<file path="src/rtl/csr_perm_pkg.sv">
package csr_perm_pkg;

   typedef enum logic [1:0] {
      PRV_USER  = 2'b00,
      PRV_SUPER = 2'b01,
      PRV_RSVD  = 2'b10,
      PRV_MACH  = 2'b11
   } prv_e;

   // Which privileges a span of defined addresses admits
   typedef enum logic [1:0] {
      SPAN_MACH_ONLY = 2'd0,
      SPAN_SUP_UP    = 2'd1,
      SPAN_ANY       = 2'd2
   } span_cls_e;

   localparam int CSR_ADDR_W   = 12;
   localparam int NUM_SPANS    = 10;

   // Span table: lower bound, upper bound, class
   localparam logic [11:0] SPAN_LO [NUM_SPANS] = '{
      12'hF11, 12'h300, 12'h340, 12'h3A0, 12'h7A0,
      12'h100, 12'h102, 12'h140, 12'h180, 12'hC00 };
   localparam logic [11:0] SPAN_HI [NUM_SPANS] = '{
      12'hF14, 12'h306, 12'h344, 12'h3A0, 12'h7A0,
      12'h100, 12'h106, 12'h144, 12'h180, 12'hC02 };
   localparam span_cls_e SPAN_CLS [NUM_SPANS] = '{
      SPAN_MACH_ONLY, SPAN_MACH_ONLY, SPAN_MACH_ONLY, SPAN_MACH_ONLY, SPAN_MACH_ONLY,
      SPAN_SUP_UP, SPAN_SUP_UP, SPAN_SUP_UP, SPAN_SUP_UP, SPAN_ANY };

   function automatic logic span_admits(span_cls_e cls, logic [1:0] p);
      logic ok;
      case (cls)
         SPAN_MACH_ONLY: ok = (p == PRV_MACH);
         SPAN_SUP_UP:    ok = (p == PRV_MACH) || (p == PRV_SUPER);
         SPAN_ANY:       ok = (p == PRV_MACH) || (p == PRV_SUPER) || (p == PRV_USER);
         default:        ok = 1'b0;
      endcase
      return ok;
   endfunction

endpackage

</file>
<file path="src/rtl/csr_defined_table.sv">
module csr_defined_table
   import csr_perm_pkg::*;
#(
   parameter int ADDR_W = 12
) (
   input  logic [ADDR_W-1:0] addr,
   input  logic [1:0]        priv,
   output logic              defined
);

   if (ADDR_W != CSR_ADDR_W) begin : g_bad_width
      $error("csr_defined_table: ADDR_W must be %0d", CSR_ADDR_W);
   end

   logic [NUM_SPANS-1:0] hit;

   for (genvar s = 0; s < NUM_SPANS; s++) begin : g_span
      localparam logic [ADDR_W-1:0] LO = SPAN_LO[s];
      localparam logic [ADDR_W-1:0] HI = SPAN_HI[s];
      localparam span_cls_e         CL = SPAN_CLS[s];
      logic in_rng;
      if (LO == HI) begin : g_single
         assign in_rng = (addr == LO);
      end else begin : g_range
         assign in_rng = (addr >= LO) && (addr <= HI);
      end
      assign hit[s] = in_rng && span_admits(CL, priv);
   end

   assign defined = |hit;

endmodule

</file>
<file path="src/rtl/csr_field_check.sv">
module csr_field_check #(
   parameter int          ADDR_W  = 12,
   parameter int          RO_MSB  = 11,
   parameter int          PRV_MSB = 9,
   parameter logic [1:0]  RO_CODE = 2'b11
) (
   input  logic [ADDR_W-1:0] addr,
   input  logic [1:0]        priv,
   input  logic              is_write,
   output logic              field_ok
);

   localparam int RO_LSB  = RO_MSB - 1;
   localparam int PRV_LSB = PRV_MSB - 1;

   if (RO_MSB >= ADDR_W || PRV_MSB >= ADDR_W || RO_LSB <= PRV_MSB) begin : g_bad_fields
      $error("csr_field_check: field positions overlap or exceed the address");
   end

   logic ro_hit;
   logic floor_ok;

   assign ro_hit   = is_write && (addr[RO_MSB:RO_LSB] == RO_CODE);
   assign floor_ok = (priv >= addr[PRV_MSB:PRV_LSB]);
   assign field_ok = !ro_hit && floor_ok;

endmodule

</file>
<file path="src/rtl/csr_counter_gate.sv">
module csr_counter_gate
   import csr_perm_pkg::*;
#(
   parameter int              ADDR_W    = 12,
   parameter int              ENAB_W    = 32,
   parameter int              WDATA_W   = 64,
   parameter int              NUM_GATED = 3,
   parameter int              HPM_SLOTS = 32,
   parameter logic [11:0]     CNT_BASE  = 12'hC00
) (
   input  logic               clk,
   input  logic               rst_n,
   input  logic               m_we,
   input  logic [WDATA_W-1:0] m_wdata,
   input  logic               s_we,
   input  logic [WDATA_W-1:0] s_wdata,
   input  logic [ADDR_W-1:0]  addr,
   input  logic [1:0]         priv,
   output logic [ENAB_W-1:0]  menab_q,
   output logic [ENAB_W-1:0]  senab_q,
   output logic               gate_ok
);

   localparam int HPM_LAST = int'(CNT_BASE) + HPM_SLOTS - 1;

   if (NUM_GATED < 1 || NUM_GATED > ENAB_W || NUM_GATED > WDATA_W || NUM_GATED > HPM_SLOTS) begin : g_bad_cnt
      $error("csr_counter_gate: NUM_GATED out of range");
   end

   // Enable registers: only the gated positions are stored
   for (genvar b = 0; b < ENAB_W; b++) begin : g_bit
      if (b < NUM_GATED) begin : g_store
         logic m_bit, s_bit;
         always_ff @(posedge clk or negedge rst_n) begin
            if (!rst_n) begin
               m_bit <= 1'b0;
               s_bit <= 1'b0;
            end else begin
               if (m_we) m_bit <= m_wdata[b];
               if (s_we) s_bit <= s_wdata[b];
            end
         end
         assign menab_q[b] = m_bit;
         assign senab_q[b] = s_bit;
      end else begin : g_zero
         assign menab_q[b] = 1'b0;
         assign senab_q[b] = 1'b0;
      end
   end

   // Per-counter visibility
   logic [NUM_GATED-1:0] sel;
   logic [NUM_GATED-1:0] deny;
   for (genvar c = 0; c < NUM_GATED; c++) begin : g_cnt
      localparam logic [ADDR_W-1:0] CADDR = ADDR_W'(int'(CNT_BASE) + c);
      assign sel[c]  = (addr == CADDR);
      assign deny[c] = sel[c] &&
                       (((priv == PRV_SUPER) && !menab_q[c]) ||
                        ((priv == PRV_USER)  && !senab_q[c]));
   end

   logic hpm_slot;
   assign hpm_slot = (int'(addr) >= int'(CNT_BASE) + NUM_GATED) && (int'(addr) <= HPM_LAST);
   assign gate_ok  = !hpm_slot && !(|deny);

   // Assertions
   p_enab_upper_zero_r9: assert property (@(posedge clk) disable iff (!rst_n)
      (menab_q[ENAB_W-1:NUM_GATED] == '0) && (senab_q[ENAB_W-1:NUM_GATED] == '0));

   p_menab_load_r9: assert property (@(posedge clk) disable iff (!rst_n)
      m_we |=> (menab_q[NUM_GATED-1:0] == $past(m_wdata[NUM_GATED-1:0])));

   p_senab_load_r9: assert property (@(posedge clk) disable iff (!rst_n)
      s_we |=> (senab_q[NUM_GATED-1:0] == $past(s_wdata[NUM_GATED-1:0])));

   p_menab_hold_r9: assert property (@(posedge clk) disable iff (!rst_n)
      !m_we |=> $stable(menab_q));

   p_hpm_reject_r6: assert property (@(posedge clk) disable iff (!rst_n)
      hpm_slot |-> !gate_ok);

endmodule

</file>
<file path="src/rtl/csr_perm_gate.sv">
module csr_perm_gate
   import csr_perm_pkg::*;
#(
   parameter int          ADDR_W    = 12,
   parameter int          ENAB_W    = 32,
   parameter int          WDATA_W   = 64,
   parameter int          NUM_GATED = 3,
   parameter int          HPM_SLOTS = 32,
   parameter logic [11:0] SATP_ADDR = 12'h180,
   parameter logic [11:0] CNT_BASE  = 12'hC00
) (
   input  logic               clk,
   input  logic               rst_n,
   input  logic [ADDR_W-1:0]  csr_addr,
   input  logic [1:0]         priv,
   input  logic               is_write,
   input  logic               vm_trap,
   input  logic               menab_we,
   input  logic [WDATA_W-1:0] menab_wdata,
   input  logic               senab_we,
   input  logic [WDATA_W-1:0] senab_wdata,
   output logic [ENAB_W-1:0]  menab_q,
   output logic [ENAB_W-1:0]  senab_q,
   output logic               access_ok
);

   logic defined;
   logic field_ok;
   logic gate_ok;
   logic vm_ok;

   csr_defined_table #(.ADDR_W(ADDR_W)) u_table (
      .addr    (csr_addr),
      .priv    (priv),
      .defined (defined)
   );

   csr_field_check #(.ADDR_W(ADDR_W)) u_fields (
      .addr     (csr_addr),
      .priv     (priv),
      .is_write (is_write),
      .field_ok (field_ok)
   );

   csr_counter_gate #(
      .ADDR_W    (ADDR_W),
      .ENAB_W    (ENAB_W),
      .WDATA_W   (WDATA_W),
      .NUM_GATED (NUM_GATED),
      .HPM_SLOTS (HPM_SLOTS),
      .CNT_BASE  (CNT_BASE)
   ) u_counters (
      .clk     (clk),
      .rst_n   (rst_n),
      .m_we    (menab_we),
      .m_wdata (menab_wdata),
      .s_we    (senab_we),
      .s_wdata (senab_wdata),
      .addr    (csr_addr),
      .priv    (priv),
      .menab_q (menab_q),
      .senab_q (senab_q),
      .gate_ok (gate_ok)
   );

   // Translation-register trap for the supervisor
   assign vm_ok = !(vm_trap && (priv == PRV_SUPER) && (csr_addr == SATP_ADDR));

   assign access_ok = defined && field_ok && vm_ok && gate_ok;

   // Assertions
   p_ro_write_r1: assert property (@(posedge clk) disable iff (!rst_n)
      (is_write && (csr_addr[11:10] == 2'b11)) |-> !access_ok);

   p_priv_floor_r2: assert property (@(posedge clk) disable iff (!rst_n)
      (priv < csr_addr[9:8]) |-> !access_ok);

   p_vm_trap_r3: assert property (@(posedge clk) disable iff (!rst_n)
      (vm_trap && (priv == PRV_SUPER) && (csr_addr == SATP_ADDR)) |-> !access_ok);

   p_hpm_slot_r6: assert property (@(posedge clk) disable iff (!rst_n)
      ((csr_addr > 12'hC02) && (csr_addr <= 12'hC1F)) |-> !access_ok);

   p_rsvd_priv_r10: assert property (@(posedge clk) disable iff (!rst_n)
      (priv == PRV_RSVD) |-> !access_ok);

   p_gaps_r8: assert property (@(posedge clk) disable iff (!rst_n)
      ((csr_addr == 12'h3B0) || (csr_addr == 12'h101)) |-> !access_ok);

endmodule

</file>
<file path="config.mk">
export PLATFORM = sky130hd
export DESIGN_NAME = csr_perm_gate
export DESIGN_NICKNAME = d
export VERILOG_FILES = /design/src/rtl/csr_perm_pkg.sv /design/src/rtl/csr_defined_table.sv /design/src/rtl/csr_field_check.sv /design/src/rtl/csr_counter_gate.sv /design/src/rtl/csr_perm_gate.sv
export SDC_FILE = /design/constraint.sdc
export NUM_CORES = 1
export LEC_CHECK = 0
export CORE_AREA = 2 2 82 84
export DETAILED_ROUTE_END_ITERATION = 8
export DIE_AREA = 0 0 84 86
export PLACE_DENSITY = 0.74
export SLEW_MARGIN = 20
export SYNTH_ARGS = -nofsm -noshare
export SYNTH_HDL_FRONTEND = slang
export SYNTH_SLANG_ARGS = --single-unit
</file>
<file path="constraint.sdc">
create_clock -name clk -period 3.7 [get_ports clk]
set_input_delay 0.37 -clock clk [delete_from_list [all_inputs] [get_ports clk]]
set_output_delay 0.37 -clock clk [all_outputs]
set_load 0.01 [all_outputs]
</file>
Yosys cells after proc, flatten, opt, wreduce, memory -nomap -nowiden
Cells that the tools add are included.
- bits of input ports: 148
- word-level logic and storage cells: 83
- output and inout bits: 65
- flip-flop bits (word level): 6
- order comparisons: 15
- reduce and logical (&&, ||, !) cells: 52
- equality and inequality tests: 10
- operators with widths (cell ; count):
    equality test 12 bit, second input constant ; 3
    >= comparator 12 bit, second input constant ; 3
    less-or-equal comparator 12 bit, second input constant ; 3
    logical AND 1 bit ; 34
    equality test 12 x 9 -> 1 bit, second input constant ; 2
    >= comparator 12 x 10 -> 1 bit, second input constant ; 2
    >= comparator 12 x 9 -> 1 bit, second input constant ; 2
    less-or-equal comparator 12 x 10 -> 1 bit, second input constant ; 2
    less-or-equal comparator 12 x 9 -> 1 bit, second input constant ; 2
    equality test 12 x 10 -> 1 bit, second input constant ; 1
    equality test 12 x 11 -> 1 bit, second input constant ; 1
    zero test 1 bit ; 10
    OR reduction 10 bit ; 1
    logical OR 1 bit ; 5
    equality test 2 bit, second input constant ; 2
    OR reduction 3 bit ; 1
    equality test 2 x 1 -> 1 bit, second input constant ; 1
    >= comparator 2 bit ; 1
    zero test 2 bit ; 1

Logic depth before layout (Yosys ltp)
Gate-level depths: netlist of run 1.
- word-level depth: 8
- depth in mapped cells: 7
- gate-level depth less buffers: 7

Hierarchy
Synthesis of run 1 repeated with hierarchy kept, for this count alone.
- cell total of the unflattened synthesis: 137
- area total of the unflattened synthesis: 1137.3 um^2
- modules (own cells, without submodules) (module ; times used ; area each (um^2) ; cells an instance ; sequential area each (um^2)):
    csr_counter_gate ; 1 ; 779.5 ; 88 ; 150.1
    csr_defined_table ; 1 ; 255.2 ; 36 ; 0.0
    csr_perm_gate ; 1 ; 52.6 ; 6 ; 0.0
    csr_field_check ; 1 ; 50.0 ; 7 ; 0.0

Least setup slack after synthesis of run 1
OpenSTA, ideal clock, no wires.
- kind: in2out
- start point: in csr_addr[0]
- end point: out access_ok
- stages on the path: 6
- buffers on the path: 1
- required time: 3.330 ns
- path slack: 1.833 ns
- arrival time: 1.497 ns
- cells stage by stage: buf_6 -> a2111oi_2 -> nand4_1 -> o311ai_1 -> o21ai_1 -> a221oi_2
- word-level cells in the longest chain between the ends: 7
- elaborated cells between the ends (all ways): 51
- those cells by class: 14 x order compare; 7 x eq/ne; 30 x reduce/logical
- ends and longest elaborated chain (what ; line ; text):
    start: declaration ; csr_perm_gate.sv:14 ; input logic [ADDR_W-1:0] csr_addr,
    >= comparator 12 bit, or another cell as far along ; csr_defined_table.sv:25 ; assign in_rng = (addr >= LO) && (addr <= HI);
    logical AND 1 bit ; csr_defined_table.sv:25 ;
    logical AND 1 bit ; csr_defined_table.sv:27 ; assign hit[s] = in_rng && span_admits(CL, priv);
    OR reduction 10 bit ; csr_defined_table.sv:30 ; assign defined = |hit;
    logical AND 1 bit (2 in series) ; csr_perm_gate.sv:69 ; assign access_ok = defined && field_ok && vm_ok && gate_ok;
    logical AND 1 bit * ; csr_perm_gate.sv:69 ;
    end: declaration ; csr_perm_gate.sv:24 ; output logic access_ok
Every way passes the cells marked *; elsewhere a longest branch is shown, timed or not.

Worst setup path after layout of run 1
- start point: in csr_addr[1]
- end point: out access_ok
Same word-level chain as after synthesis.

==> impl_metrics.yaml, run 1 <==
run_status:
  outcome: "finished, final reports clean"
critical_path:
  reg2reg_depth: 1
  worstPathMaxFanout: 10
  reg2reg_slack_ps: 2920
  critPathCaptureType: "output port"
  r2r_start: "u_counters.g_bit[2].g_store.m_bit"
  critPathLaunch: "csr_addr[1]"
  rr_endpoint: "u_counters.g_bit[2].g_store.m_bit"
  required_ps: 3330
  path_class: "primary input to output port"
  critPathCapture: "access_ok"
  startpoint_type: "primary input"
  crit_arrival_ps: 2700
floorplanning:
  die_w_microns: 84
  die-area_sq_um: 7220
  core-area_sq_um: 6280
  num_rows: 29
  die_h_microns: 86
  start_util: 0.175
  ios: 213
cts:
  cts_setup_buffers: 0
  clock_sinks: 6
  cts_tree: "yes"
  clock_latency_ps: 220
  htreeDepth: 1
  cts_resized: 0
  postCtsHoldBufs: 0
  cts_root_buffer: "clkbuf_8"
  clock_path_buffers: 2
  cts_buffers: 3
  clk_transition_reported_paths_ps: 40
timing:
  fin_crit_ps: 3070
  skew_ps: 0
  report.final.slew_viol_count: 0
  fmax_mhz: 326
  final-hold-violation-count: 0
  setup_viol: 0
  fin_ws_ps: 629
  tns_ps: 0
  fin_crit_sh: 0.830
  rsz0062_at_grt: "false"
grt:
  grt_usage: 0.0604
  antenna_found_initial: 0
  grt-ovfl-total: 0
  grt_pass1_vias: 770
  grt_pass1_wl_microns: 3600
  grt_start_max_net_pins: 11
final_layout:
  final_core_util: 0.201
  mostFrequentLayoutCells: "conb_1 (58), clkdlybuf4s50_1 (32), mux2_2 (6), dfrtp_1 (6), nor2_1 (5)"
  nets: 311
  final_common_cell: "conb_1"
  drive_gt1_frac: 0.0881
  instances_no_fill: 236
  design_area_sq_um: 1260
  fill_cells: 693
  area_growth_pct: 14.9
  antennaDiodeCount: 0
pwr:
  ir_drop_mv: 0.195
  p_leak_nw: 0.540
  powerDensity_nw_per_um2: 228
placed_design:
  place_hpwl_microns: 1920
  portBuffers: 32
  placed_cells: 233
  gp_congestion: 0.792
  placed_area_sq_um: 1220
  post-place-ws_ps: 635
route:
  wl_per_cell_microns: 9.40
  remaining_drc_errors: 0
  viasPerCell: 3.61
  vias: 852
  drt-initial-drc-count: 17
  postRouteAntennaNets: 0
  wl_microns: 2220
  firstDrtPassIters: 4
job:
  maxCapViolCount: 0
yosys:
  synth.distinct_cells: 33
  synth_warnings: 0
  seq_area_frac_synth: 0.137
  synth-seq-cells: 6
  avgSynthCellArea_sq_um: 8.19
  synth_cells: 134
  syn_area_sq_um: 1100
hold_path:
  hold_class: "primary input to asynchronous set/reset pin"
worst max-delay path, stage by stage:
cell and delay, ps:
clkdlybuf4s50_1 600, nor4_2 450, nand4_1 140, o311ai_1 110
o21ai_1 130, a221oi_2 300, clkdlybuf4s50_1 590
flip-flops by register name, indices dropped and copies added, names as in the netlist:
| signal | cells |
|---|---|
| u_counters.g_bit.g_store.s_bit | 3 |
| u_counters.g_bit.g_store.m_bit | 3 |
metrics by stage:
stage	total power (W)	hold WS (ps)
after detailed placement	0.000189	539
after global routing	0.000303	415
after global placement	0.000188	526
after floorplan	0.000193	74.4
final	0.000287	389
after CTS	0.000288	395
final cells by class:
| cell class | instances | area [sq um] | area share |
|---|---|---|---|
| Multi-Input combinational cell | 116 | 646 | 0.512 |
| Timing Repair Buffer | 32 | 320 | 0.254 |
| Sequential cell | 6 | 150 | 0.119 |
| Tap cell | 77 | 96.3 | 0.0764 |
| Clock buffer | 3 | 41.3 | 0.0327 |
| Inverter | 2 | 7.51 | 0.00595 |
logic make-up after synthesis:
| group | after synthesis | share of synthesized area |
|---|---|---|
| buffers and inverters | 69 | 0.470 |
| and+or+nand+nor | 30 | 0.161 |
| AOI/OAI and AO/OA | 19 | 0.124 |
| muxes | 7 | 0.0821 |
| DFF | 6 | 0.137 |
| adders and majority gates | 2 | 0.0228 |
| other | 1 | 0.00342 |
metal layers:
layer  vias up  GRT usage  wire length (microns)
met5         -          0                      0
met4         0     0.0308                     38
met3         4     0.0125                    219
met2        69      0.110                   1130
met1       387     0.0664                    834
li1        392          -                      -
synth_stat cells:
library cell,count,area [sq um]
nor4_2,1,12.5
mux4_2,1,22.5
nand2_1,4,15.0
nand3_1,3,15.0
inv_1,2,7.51
a221oi_2,1,15.0
nor2_1,5,18.8
a31oi_1,2,12.5
and3_1,2,12.5
buf_6,2,22.5
and2_2,1,7.51
ha_1,2,25.0
dfrtp_1,6,150
nand4_1,2,12.5
o311ai_1,2,17.5
o21ai_0,4,20.0
a2111oi_2,1,15.0
conb_1,1,3.75
a21boi_0,2,15.0
mux2_2,6,67.6
and2b_1,1,7.51
or3_1,1,6.26
nand2b_1,1,6.26
nor3_1,4,20.0
nand4b_1,3,26.3
buf_4,64,480
o21ai_1,2,10.0
buf_2,1,5.00
o2111ai_1,1,8.76
and4b_1,1,10.0
a211oi_1,1,7.51
a21oi_1,3,15.0
and2_1,1,6.26
how the worst min path moves through the flow:
stage	endpoint	slack (ps)	cells past startpoint
3_5_place_dp	u_counters.g_bit[0].g_store.s_bit	540	1
4_1_cts	u_counters.g_bit[0].g_store.s_bit	390	1
2_1_floorplan	u_counters.g_bit[0].g_store.m_bit	70	0
6_report	u_counters.g_bit[0].g_store.m_bit	390	1
3_3_place_gp	u_counters.g_bit[0].g_store.m_bit	530	1
5_1_grt	u_counters.g_bit[0].g_store.s_bit	420	1
power by group:
| part | internal [W] | leakage, nW | switching, W | total [W] |
|---|---|---|---|---|
| Sequential | 0.0000727 | 0.0702 | 0.00000553 | 0.0000782 |
| Clock | 0.0000698 | 0.0216 | 0.0000268 | 0.0000965 |
| Combinational | 0.0000515 | 0.448 | 0.0000608 | 0.000112 |
Power figures use the tool's default switching activity.
==> run 2: changes to the inputs <==
==> constraint.sdc (replaced) <==
create_clock -name clk -period 3.1 [get_ports clk]
set_input_delay 0.31 -clock clk [delete_from_list [all_inputs] [get_ports clk]]
set_output_delay 0.31 -clock clk [all_outputs]
set_load 0.01 [all_outputs]
==> impl_metrics.yaml, run 2 (synthesis results as in run 1) <==
run_status:
  outcome: "finished, final reports clean"
final_layout:
  area_growth_pct: 16.6
  nets: 312
  final_common_cell: "conb_1"
  antennaDiodeCount: 0
  mostFrequentLayoutCells: "conb_1 (58), clkdlybuf4s50_1 (31), mux2_2 (6), dfrtp_1 (6), nor2_1 (5)"
  fill_cells: 706
  reg_top3: "u_counters.g_bit.g_store.m_bit (3), u_counters.g_bit.g_store.s_bit (3)"
  design_area_sq_um: 1280
  instances_no_fill: 237
  drive_gt1_frac: 0.0938
timing:
  fmax_mhz: 343
  skew_ps: 0
  setup_viol: 0
  final-hold-violation-count: 0
  tns_ps: 0
  fin_crit_sh: 0.941
  report.final.slew_viol_count: 0
  fin_crit_ps: 2920
  rsz0062_at_grt: "false"
floorplanning:
  die_h_microns: 86
  start_util: 0.175
  ios: 213
  die-area_sq_um: 7220
  die_w_microns: 84
  core-area_sq_um: 6280
  num_rows: 29
cts:
  cts_tree: "yes"
  cts_buffers: 3
  cts_resized: 0
  htreeDepth: 1
  clock_sinks: 6
  cts_setup_buffers: 0
  cts_root_buffer: "clkbuf_8"
  clk_transition_reported_paths_ps: 30
  clock_path_buffers: 2
  postCtsHoldBufs: 0
  clock_latency_ps: 220
grt:
  antenna_found_initial: 0
  grt_usage: 0.0573
  grt_pass1_wl_microns: 3380
  grt-ovfl-total: 0
  grt_pass1_vias: 715
  grt_start_max_net_pins: 11
route:
  firstDrtPassIters: 4
  vias: 828
  wl_microns: 2190
  drt-initial-drc-count: 18
  postRouteAntennaNets: 0
  viasPerCell: 3.49
  remaining_drc_errors: 0
  wl_per_cell_microns: 9.25
placed_design:
  portBuffers: 32
  placed_cells: 234
  place_hpwl_microns: 1870
  gp_congestion: 0.791
  placed_area_sq_um: 1230
critical_path:
  critPathCaptureType: "output port"
  crit_buf_inv: 2
  slowest_delay_ps: 600
  crit_slowest_cell: "clkdlybuf4s50_1"
  path_class: "primary input to output port"
  worstPathMaxFanout: 6
  crit_family: "buffers and inverters"
  crit_arrival_ps: 2610
  crit_chain: "clkdlybuf4s50_1, and2b_1, nand4b_1, o311ai_1, o21ai_1, a221oi_2, clkdlybuf4s50_1"
  startpoint_type: "primary input"
  reg2reg_depth: 1
  path_common_cell: "clkdlybuf4s50_1"
  r2r_start: "u_counters.g_bit[2].g_store.m_bit"
  reg2reg_slack_ps: 2320
  rr_endpoint: "u_counters.g_bit[2].g_store.m_bit"
  required_ps: 2790
job:
  maxCapViolCount: 0
pwr:
  ir_drop_mv: 0.244
  powerDensity_nw_per_um2: 270
  p_leak_nw: 0.555
  finalPower_w: 0.000345
hold_path:
  hold_class: "primary input to asynchronous set/reset pin"
## run 2: cell count changes in the layout (fill, tap and decap cells not counted)
| cell | delta |
|---|---|
| buf_4 | +1 |
| nor4_2 | -1 |
| clkdlybuf4s50_1 | -1 |
| nor4_4 | +1 |
| dlymetal6s2s_1 | +1 |
## run 2: worst max path at each step
stage,depth (start not counted),to,start
4_1_cts,7,access_ok,csr_addr[1]
3_5_place_dp,7,access_ok,csr_addr[1]
3_3_place_gp,7,access_ok,csr_addr[1]
2_1_floorplan,6,access_ok,csr_addr[0]
5_1_grt,7,access_ok,csr_addr[8]
6_report,7,access_ok,csr_addr[8]
## run 2: area by class of cell
class	instances	area, sq um	share of cell area
clock buffers	3	41.3	0.0323
inverters	2	7.51	0.00587
multi-input cells	116	654	0.511
flip-flops and latches	6	150	0.117
well taps	77	96.3	0.0753
repair buffers	33	330	0.258
## run 2: per-layer routing
metal	vias up	wire, microns	GRT usage
li1	395	-	-
met1	365	866	0.0635
met2	66	1110	0.106
met3	2	198	0.00674
met4	0	22	0.0323
met5	-	0	0
## run 2: metrics by stage
| step | utilization | hold WS, ps | setup slack (ps) |
|---|---|---|---|
| finish | 0.204 | 323 | 182 |
| global route | 0.204 | 343 | 57.4 |
| CTS | 0.202 | 325 | 117 |
| detailed placement | 0.196 | 538 | 125 |
| global placement | 0.196 | 525 | 155 |
| floorplan | - | 14.4 | 1350 |
## run 2: power by group
part           total (W)  internal (W)  switching, W
clock           0.000116     0.0000833     0.0000329
combinational   0.000136     0.0000626     0.0000731
sequential     0.0000934     0.0000868    0.00000666
